$ cat config.mk
export PLATFORM = sky130hd
export DESIGN_NAME = stk_ptr_unit
export DESIGN_NICKNAME = d
export VERILOG_FILES = /design/src/rtl/stk_pkg.sv /design/src/rtl/stk_limit.sv /design/src/rtl/stk_bound.sv /design/src/rtl/stk_frame.sv /design/src/rtl/stk_ptr_unit.sv
export SDC_FILE = /design/constraint.sdc
export NUM_CORES = 1
export LEC_CHECK = 0
export BUFFER_PORTS_ARGS = -buffer_cell sky130_fd_sc_hd__buf_2
export CORE_ASPECT_RATIO = 1.4
export CORE_UTILIZATION = 47
export CTS_BUF_LIST = sky130_fd_sc_hd__clkbuf_8
export CTS_CLUSTER_DIAMETER = 120
export CTS_CLUSTER_SIZE = 28
export DETAILED_ROUTE_END_ITERATION = 7
export PLACE_DENSITY = 0.83
export SLEW_MARGIN = 30
export SYNTH_ARGS = -nofsm -noshare
export SYNTH_HDL_FRONTEND = slang
export SYNTH_HIERARCHICAL = 1
export SYNTH_SLANG_ARGS = --single-unit
$ cat constraint.sdc
create_clock -name clk_i -period 7.62 [get_ports clk_i]
set_input_delay 0.381 -clock clk_i [delete_from_list [all_inputs] [get_ports clk_i]]
set_output_delay 0.381 -clock clk_i [all_outputs]
set_load 0.01 [all_outputs]
$ cat src/rtl/stk_pkg.sv
package stk_pkg;
  typedef enum logic [2:0] {
    OP_NONE,
    OP_POP,
    OP_PUSH,
    OP_CALL,
    OP_EXC,
    OP_FRAME_HI
  } stk_op_e;
endpackage

$ cat src/rtl/stk_limit.sv
module stk_limit #(
  parameter int AW = 16
) (
  input  logic          clk_i,
  input  logic          rst_ni,
  input  logic          lim_we_i,
  input  logic [AW-1:0] lim_data_i,
  output logic [AW-1:0] lim_o,
  output logic          lim_set_o,
  output logic          hazard_o
);
  logic [AW-1:0] lim_q;
  logic          set_q;
  logic          haz_q;

  // limit value intentionally not reset
  always_ff @(posedge clk_i) begin
    if (lim_we_i) lim_q <= {lim_data_i[AW-1:1], 1'b0};
  end

  always_ff @(posedge clk_i or negedge rst_ni) begin
    if (!rst_ni) begin
      set_q <= 1'b0;
      haz_q <= 1'b0;
    end else begin
      if (lim_we_i) set_q <= 1'b1;
      haz_q <= lim_we_i;
    end
  end

  assign lim_o     = lim_q;
  assign lim_set_o = set_q;
  assign hazard_o  = haz_q;

  assert_lim_aligned_R4: assert property (@(posedge clk_i) disable iff (!rst_ni)
    set_q |-> !lim_q[0]);
endmodule

$ cat src/rtl/stk_bound.sv
module stk_bound #(
  parameter int            AW    = 16,
  parameter logic [AW-1:0] FLOOR = 'h0800
) (
  input  logic [AW-1:0] sp_i,
  input  logic [AW-1:0] lim_i,
  input  logic          lim_set_i,
  input  logic          wr_i,
  input  logic          rd_i,
  output logic          ovf_o,
  output logic          unf_o
);
  localparam logic [AW-1:0] STEP     = AW'(2);
  localparam logic [AW-1:0] RD_FLOOR = FLOOR + STEP;

  assign ovf_o = wr_i & lim_set_i & (sp_i > lim_i);
  // pop address is sp-2; compare sp against floor+2 so a wrap cannot hide it
  assign unf_o = (wr_i & (sp_i < FLOOR)) | (rd_i & (sp_i < RD_FLOOR));
endmodule

$ cat src/rtl/stk_frame.sv
module stk_frame #(
  parameter int DW  = 16,
  parameter int PCW = 23,
  parameter int STW = 8
) (
  input  logic           clk_i,
  input  logic           rst_ni,
  input  logic           start_i,
  input  logic           exc_i,
  input  logic [PCW-1:0] pc_i,
  input  logic [STW-1:0] status_i,
  output logic           pending_o,
  output logic [DW-1:0]  lo_word_o,
  output logic [DW-1:0]  hi_word_o
);
  localparam int HI_W  = PCW - DW;
  localparam int PAD_C = DW - HI_W;
  localparam int PAD_E = DW - STW - HI_W;

  logic          pend_q;
  logic [DW-1:0] hi_q;
  logic [DW-1:0] hi_call;
  logic [DW-1:0] hi_exc;

  assign hi_call = {{PAD_C{1'b0}}, pc_i[PCW-1:DW]};

  generate
    if (PAD_E > 0) begin : g_pad
      assign hi_exc = {status_i, {PAD_E{1'b0}}, pc_i[PCW-1:DW]};
    end else begin : g_nopad
      assign hi_exc = {status_i, pc_i[PCW-1:DW]};
    end
  endgenerate

  always_ff @(posedge clk_i or negedge rst_ni) begin
    if (!rst_ni) begin
      pend_q <= 1'b0;
      hi_q   <= '0;
    end else begin
      pend_q <= start_i;
      if (start_i) hi_q <= exc_i ? hi_exc : hi_call;
    end
  end

  assign pending_o = pend_q;
  assign lo_word_o = pc_i[DW-1:0];
  assign hi_word_o = hi_q;

  assert_no_restart_R10: assert property (@(posedge clk_i) disable iff (!rst_ni)
    pend_q |-> !start_i);
  assert_call_hi_clear_R8: assert property (@(posedge clk_i) disable iff (!rst_ni)
    (start_i && !exc_i) |=> !hi_q[DW-1]);
endmodule

$ cat src/rtl/stk_ptr_unit.sv
module stk_ptr_unit
  import stk_pkg::*;
#(
  parameter int            AW    = 16,
  parameter int            DW    = 16,
  parameter int            PCW   = 23,
  parameter int            STW   = 8,
  parameter logic [AW-1:0] FLOOR = 'h0800
) (
  input  logic           clk_i,
  input  logic           rst_ni,
  input  logic           push_i,
  input  logic           pop_i,
  input  logic           call_i,
  input  logic           exc_i,
  input  logic [DW-1:0]  push_data_i,
  input  logic [PCW-1:0] pc_i,
  input  logic [STW-1:0] status_i,
  input  logic           lim_we_i,
  input  logic [AW-1:0]  lim_data_i,
  input  logic           sp_we_i,
  input  logic [AW-1:0]  sp_data_i,
  input  logic           clr_trap_i,
  output logic [AW-1:0]  mem_addr_o,
  output logic [DW-1:0]  mem_wdata_o,
  output logic           mem_we_o,
  output logic           mem_re_o,
  input  logic [DW-1:0]  mem_rdata_i,
  output logic [DW-1:0]  rd_data_o,
  output logic           rd_valid_o,
  output logic [AW-1:0]  sp_o,
  output logic           busy_o,
  output logic           ovf_trap_o,
  output logic           unf_trap_o
);
  localparam logic [AW-1:0] STEP = AW'(2);

  logic [AW-1:0] sp_q;
  logic [AW-1:0] lim_w;
  logic          lim_set_w;
  logic          hazard_w;
  logic          frame_pend_w;
  logic [DW-1:0] lo_word_w;
  logic [DW-1:0] hi_word_w;
  logic          ovf_w, unf_w, ok_w;
  logic          is_wr, is_rd;
  logic          busy_w, sp_take_w, frame_start_w;
  logic          ovf_q, unf_q;
  stk_op_e       op;

  stk_limit #(.AW(AW)) u_limit (
    .clk_i      (clk_i),
    .rst_ni     (rst_ni),
    .lim_we_i   (lim_we_i),
    .lim_data_i (lim_data_i),
    .lim_o      (lim_w),
    .lim_set_o  (lim_set_w),
    .hazard_o   (hazard_w)
  );

  assign busy_w    = frame_pend_w | hazard_w;
  assign sp_take_w = sp_we_i & ~busy_w;

  always_comb begin
    if (frame_pend_w)          op = OP_FRAME_HI;
    else if (busy_w | sp_we_i) op = OP_NONE;
    else if (call_i)           op = OP_CALL;
    else if (exc_i)            op = OP_EXC;
    else if (push_i)           op = OP_PUSH;
    else if (pop_i)            op = OP_POP;
    else                       op = OP_NONE;
  end

  assign is_wr = (op == OP_PUSH) || (op == OP_CALL) || (op == OP_EXC) || (op == OP_FRAME_HI);
  assign is_rd = (op == OP_POP);

  stk_bound #(.AW(AW), .FLOOR(FLOOR)) u_bound (
    .sp_i      (sp_q),
    .lim_i     (lim_w),
    .lim_set_i (lim_set_w),
    .wr_i      (is_wr),
    .rd_i      (is_rd),
    .ovf_o     (ovf_w),
    .unf_o     (unf_w)
  );

  assign ok_w          = ~ovf_w & ~unf_w;
  assign frame_start_w = ((op == OP_CALL) || (op == OP_EXC)) & ok_w;

  stk_frame #(.DW(DW), .PCW(PCW), .STW(STW)) u_frame (
    .clk_i     (clk_i),
    .rst_ni    (rst_ni),
    .start_i   (frame_start_w),
    .exc_i     (op == OP_EXC),
    .pc_i      (pc_i),
    .status_i  (status_i),
    .pending_o (frame_pend_w),
    .lo_word_o (lo_word_w),
    .hi_word_o (hi_word_w)
  );

  always_comb begin
    unique case (op)
      OP_PUSH:        mem_wdata_o = push_data_i;
      OP_CALL,
      OP_EXC:         mem_wdata_o = lo_word_w;
      OP_FRAME_HI:    mem_wdata_o = hi_word_w;
      default:        mem_wdata_o = '0;
    endcase
  end

  assign mem_we_o   = is_wr & ok_w;
  assign mem_re_o   = is_rd & ok_w;
  assign mem_addr_o = is_rd ? sp_q - STEP : sp_q;
  assign rd_data_o  = mem_rdata_i;
  assign rd_valid_o = mem_re_o;

  always_ff @(posedge clk_i or negedge rst_ni) begin
    if (!rst_ni) begin
      sp_q  <= FLOOR;
      ovf_q <= 1'b0;
      unf_q <= 1'b0;
    end else begin
      if (sp_take_w)     sp_q <= {sp_data_i[AW-1:1], 1'b0};
      else if (mem_we_o) sp_q <= sp_q + STEP;
      else if (mem_re_o) sp_q <= sp_q - STEP;
      ovf_q <= ovf_w | (ovf_q & ~clr_trap_i);
      unf_q <= unf_w | (unf_q & ~clr_trap_i);
    end
  end

  assign sp_o       = sp_q;
  assign busy_o     = busy_w;
  assign ovf_trap_o = ovf_q;
  assign unf_trap_o = unf_q;

  assert_sp_aligned_R4: assert property (@(posedge clk_i) disable iff (!rst_ni)
    !sp_q[0]);
  assert_push_advance_R2: assert property (@(posedge clk_i) disable iff (!rst_ni)
    mem_we_o |=> sp_q == $past(sp_q) + STEP);
  assert_pop_retreat_R3: assert property (@(posedge clk_i) disable iff (!rst_ni)
    mem_re_o |=> sp_q == $past(sp_q) - STEP);
  assert_no_overflow_R5: assert property (@(posedge clk_i) disable iff (!rst_ni)
    mem_we_o |-> !(lim_set_w && (mem_addr_o > lim_w)));
  assert_above_floor_R6: assert property (@(posedge clk_i) disable iff (!rst_ni)
    (mem_we_o || mem_re_o) |-> (mem_addr_o >= FLOOR));
  assert_ovf_sticky_R7: assert property (@(posedge clk_i) disable iff (!rst_ni)
    (ovf_q && !clr_trap_i) |=> ovf_q);
  assert_unf_sticky_R7: assert property (@(posedge clk_i) disable iff (!rst_ni)
    (unf_q && !clr_trap_i) |=> unf_q);
  assert_lim_stall_R11: assert property (@(posedge clk_i) disable iff (!rst_ni)
    lim_we_i |=> (busy_o && !mem_re_o));
  assert_rw_exclusive_R12: assert property (@(posedge clk_i) disable iff (!rst_ni)
    !(mem_we_o && mem_re_o));
endmodule

==> summary.txt <==
Run status
  • Result of the run: completed

Logic synthesis
  • Number of warning messages in the yosys log: 6
  • Synth cell types: 71
  • Post-synthesis cell type with the largest combined area: sky130_fd_sc_hd__dfrtp_1
  • EDFF count, synth: 15
  • Cell count after synthesis: 439
  • Post-synth top area share: 0.2179
  • Leading register cell type out of synthesis: sky130_fd_sc_hd__dfrtp_1
  • Leading post-synthesis cells by cell area: sky130_fd_sc_hd__dfrtp_1, sky130_fd_sc_hd__edfxtp_1, sky130_fd_sc_hd__buf_4, sky130_fd_sc_hd__ha_1, sky130_fd_sc_hd__inv_1
  • #FFs+latches synth: 50
  • Total standard cell area after synthesis: 3905 sq um
  • FFs w/ async S/R, synth: 0.7000
  • Sequential element share of the synthesized area: 0.3400
  • Post-synthesis average cell area: 8.895 sq um

STA
  • Final cycle utilization of the critical path: 0.5784
  • Max-slew violations: 0
  • Finish-stage setup viols: 0
  • Maximum clock rate: 226.9 MHz
  • Clk_skew: 8.238 ps
  • Setup TNS: 0 ps
  • RSZ-0062 raised after global routing: no
  • Fin. Hold Viols: 0
  • Shortest clock period the worst path allows after layout: 4407 ps
  • Transition time of the tightest slew-check pin: 839.3 ps
  • Remaining max-slew budget at the tightest pin: 0.4405

Die
  • Area inside the core boundary: 8100 sq um
  • Vertical die dimension: 109.9 microns
  • Site Rows: 39
  • Die outline width: 79.04 microns
  • Floorplan die area: 8682 sq um
  • Ports: 174
  • Initial cell density of the core: 0.4821

Global route
  • Total routing usage reported by global routing: 0.2513
  • Vias in the first global route: 3689
  • Antenna violations before repair: 0
  • Pin count of the biggest net entering global routing: 36
  • Overflow after GRT: 0
  • Wire length of the first global-routing pass: 17150 microns

Routing
  • Routed via count: 3737
  • Highest routed metal layer: met4
  • Sum of met3 wire segment lengths after detailed routing: 877 microns
  • Via density: 5.970
  • Initial DRC count: 335
  • Wire length reported by the detailed router: 10540 microns
  • Number of routed nets with antenna violations: 0
  • Met2 wire length: 5479 microns
  • M1 WL: 3856 microns
  • Number of remaining DRC errors: 0
  • Routed WL per cell: 16.84 microns
  • TritonRoute pass-1 iters: 6

CTS
  • Clock latency reported for the late side of the worst-skew pair: 320 ps
  • Clock tree from TritonCTS: yes
  • Depth of the CTS H-tree: 2
  • Master cell of the clock root buffer: sky130_fd_sc_hd__clkbuf_8
  • Post-CTS clock slew at the launch and capture registers of the worst setup and hold paths: 100 ps
  • Number of buffers created by CTS: 5
  • Hold_buf cts: 0
  • Count of instances resized after the clock tree is built: 0
  • Clock Sink Count: 50
  • Buffer depth of the longest clock path: 2
  • Number of buffers added for setup after CTS: 0

Critical path
  • Type of element launching the critical path: flip-flop
  • Cell mode on critical path: sky130_fd_sc_hd__nand3_1
  • Ordered list of cells on the worst path: nor3_1 > nand3_1 > clkinv_1 > nor4b_1 > nand3_1 > a21oi_1 > nor2_1 > and3_1 > nand2_1 > inv_1 > buf_2
  • Maximum single-stage delay on the critical path: 670 ps
  • Critical-path maximum fanout: 25
  • CP Data Required Time: 7240 ps
  • Cell family contributing the most delay on the critical path: simple AND/OR/NAND/NOR gates
  • Kind of end point of the critical path: output pin
  • Critical path class: reg -> out
  • Count of buffering cells on the critical path with inverters included: 3
  • Master of the slowest instance on the critical path: sky130_fd_sc_hd__dfrtp_1
  • CP arrival: 4030 ps

Placement
  • Number of cells after detailed placement: 618
  • Post-detail-place hpwl: 7858 microns
  • Final weighted congestion in routability-driven placement: 0.8840
  • Count of input and output buffers: 137

Flow run
  • Maximum capacitance violations: 0

Layout
  • Nets: 645
  • Non-filler instance count after layout: 626
  • Synth-to-layout area growth: 14.32%
  • Number of diodes added for antenna fixing: 0
  • Layout cells sized above 1: 0.3397

Power
  • Worst ir drop on vdd: 0.0001420 V
  • Static Leak: 0.002197 uW
  • Power density relative to cell area: 269.9 nW/um^2

Hold path
  • Min-delay worst type: in -> async
## cells in the mapped netlist (5+ instances only)
library cell	count
sky130_fd_sc_hd__nand3_1	26
sky130_fd_sc_hd__nand4_1	6
sky130_fd_sc_hd__a21oi_1	12
sky130_fd_sc_hd__ha_1	18
sky130_fd_sc_hd__and3_1	5
sky130_fd_sc_hd__nor4_1	11
sky130_fd_sc_hd__a222oi_1	16
sky130_fd_sc_hd__nor3_1	14
sky130_fd_sc_hd__clkbuf_1	13
sky130_fd_sc_hd__or3_1	5
sky130_fd_sc_hd__xnor2_1	13
sky130_fd_sc_hd__o21ai_0	13
sky130_fd_sc_hd__o22ai_1	11
sky130_fd_sc_hd__edfxtp_1	15
sky130_fd_sc_hd__buf_2	11
sky130_fd_sc_hd__buf_4	38
sky130_fd_sc_hd__nand2_1	24
sky130_fd_sc_hd__nor2_1	16
sky130_fd_sc_hd__dfrtp_1	34
sky130_fd_sc_hd__inv_1	49
## flip-flops by register name, indices dropped and copies added (netlist names)
signal	count
u_limit/hazard_o	1
sp_o	15
u_limit/lim_o	15
u_frame/hi_word_o	15
u_frame/pending_o	1
unf_trap_o	1
u_limit/lim_set_o	1
ovf_trap_o	1
## cell usage in the layout, fill, tap and decap left out, types with 4 or more instances in the layout
master,instances
sky130_fd_sc_hd__buf_2,137
sky130_fd_sc_hd__inv_1,49
sky130_fd_sc_hd__dfrtp_1,34
sky130_fd_sc_hd__nand3_1,26
sky130_fd_sc_hd__nand2_1,24
sky130_fd_sc_hd__ha_1,18
sky130_fd_sc_hd__nor2_1,16
sky130_fd_sc_hd__a222oi_1,16
sky130_fd_sc_hd__edfxtp_1,15
sky130_fd_sc_hd__nor3_1,14
sky130_fd_sc_hd__xnor2_1,13
sky130_fd_sc_hd__o21ai_0,13
sky130_fd_sc_hd__a21oi_1,12
sky130_fd_sc_hd__o22ai_1,11
sky130_fd_sc_hd__nor4_1,10
sky130_fd_sc_hd__nand4_1,6
sky130_fd_sc_hd__and3_1,5
sky130_fd_sc_hd__or3_1,5
sky130_fd_sc_hd__conb_1,5
sky130_fd_sc_hd__clkbuf_8,5
sky130_fd_sc_hd__o211ai_1,4
sky130_fd_sc_hd__buf_4,4
sky130_fd_sc_hd__mux2_4,4
## area by class of cell
class,count,area (sq um)
multi-input combinational,275,1989
sequential,50,1328
clock buffer,5,68.82
fill,763,3636
timing repair buffer,141,715.7
inverter,50,187.7
clock inverter,3,47.55
tap,102,127.6
## worst reg2reg max path: stages (launching register included)
cell and delay, ps:
sky130_fd_sc_hd__dfrtp_1 850, sky130_fd_sc_hd__nor3_1 170, sky130_fd_sc_hd__nand3_1 370, sky130_fd_sc_hd__clkinv_1 430, sky130_fd_sc_hd__nor4b_1 280, sky130_fd_sc_hd__nand3_1 120, sky130_fd_sc_hd__a21oi_1 160, sky130_fd_sc_hd__or3b_2 560
sky130_fd_sc_hd__o311ai_2 100, sky130_fd_sc_hd__buf_4 310, sky130_fd_sc_hd__and2_1 350, sky130_fd_sc_hd__o211ai_1 140, sky130_fd_sc_hd__nor3b_1 170
## power breakdown
| part | leakage, uW | switching (uW) | internal, uW |
|---|---|---|---|
| sequential | 0.000584 | 147 | 337 |
| clock | 0.0000591 | 101 | 100 |
| combinational | 0.00155 | 274 | 246 |
## metrics by stage
stage	total power, uW	utilization	cell area [sq um]	hold WS (ps)	worst slack (ps)
5_1_grt	1292	0.5511	4464	199.8	2826
4_1_cts	1202	0.5511	4464	177.2	3299
3_3_place_gp	979.3	0.5368	4348	451.0	3687
3_5_place_dp	1001	0.5368	4348	452.4	3560
6_report	1205	0.5511	4464	157.6	3213
2_1_floorplan	832.4	-	3913	85.41	4474
## path summary, 6_finish.rpt
check                             startpoint                     to  slack (ps)  cells past startpoint
min in group clk_i            lim_data_i[14]      u_limit/lim_o[14]         230                      1
hold reg to reg            u_limit/lim_set_o      u_limit/lim_set_o         480                      1
setup reg to reg           u_frame/pending_o                sp_o[4]        3490                     12
max in group asynchronous             rst_ni               sp_o[13]        6940                      1
setup / recovery           u_frame/pending_o               mem_we_o        3210                     11
hold / removal                        rst_ni  u_frame/hi_word_o[11]         160                      1
## logic make-up after synthesis
group	count (synthesis)	share of synthesized area
and+or+nand+nor	140	0.2092
DFF	50	0.3400
other	3	0.002883
adders and majority gates	18	0.05767
buffers and inverters	116	0.1573
AOI/OAI and AO/OA	87	0.1679
xor gates and xnor gates	16	0.03589
muxes	9	0.02916
## routing by layer
| metal | GRT usage | up-vias |
|---|---|---|
| li1 | - | 1723 |
| met1 | 0.2709 | 1765 |
| met2 | 0.4680 | 215 |
| met3 | 0.04481 | 34 |
| met4 | 0.1208 | 0 |
| met5 | 0 | - |
(Power assumes the default switching activity.)
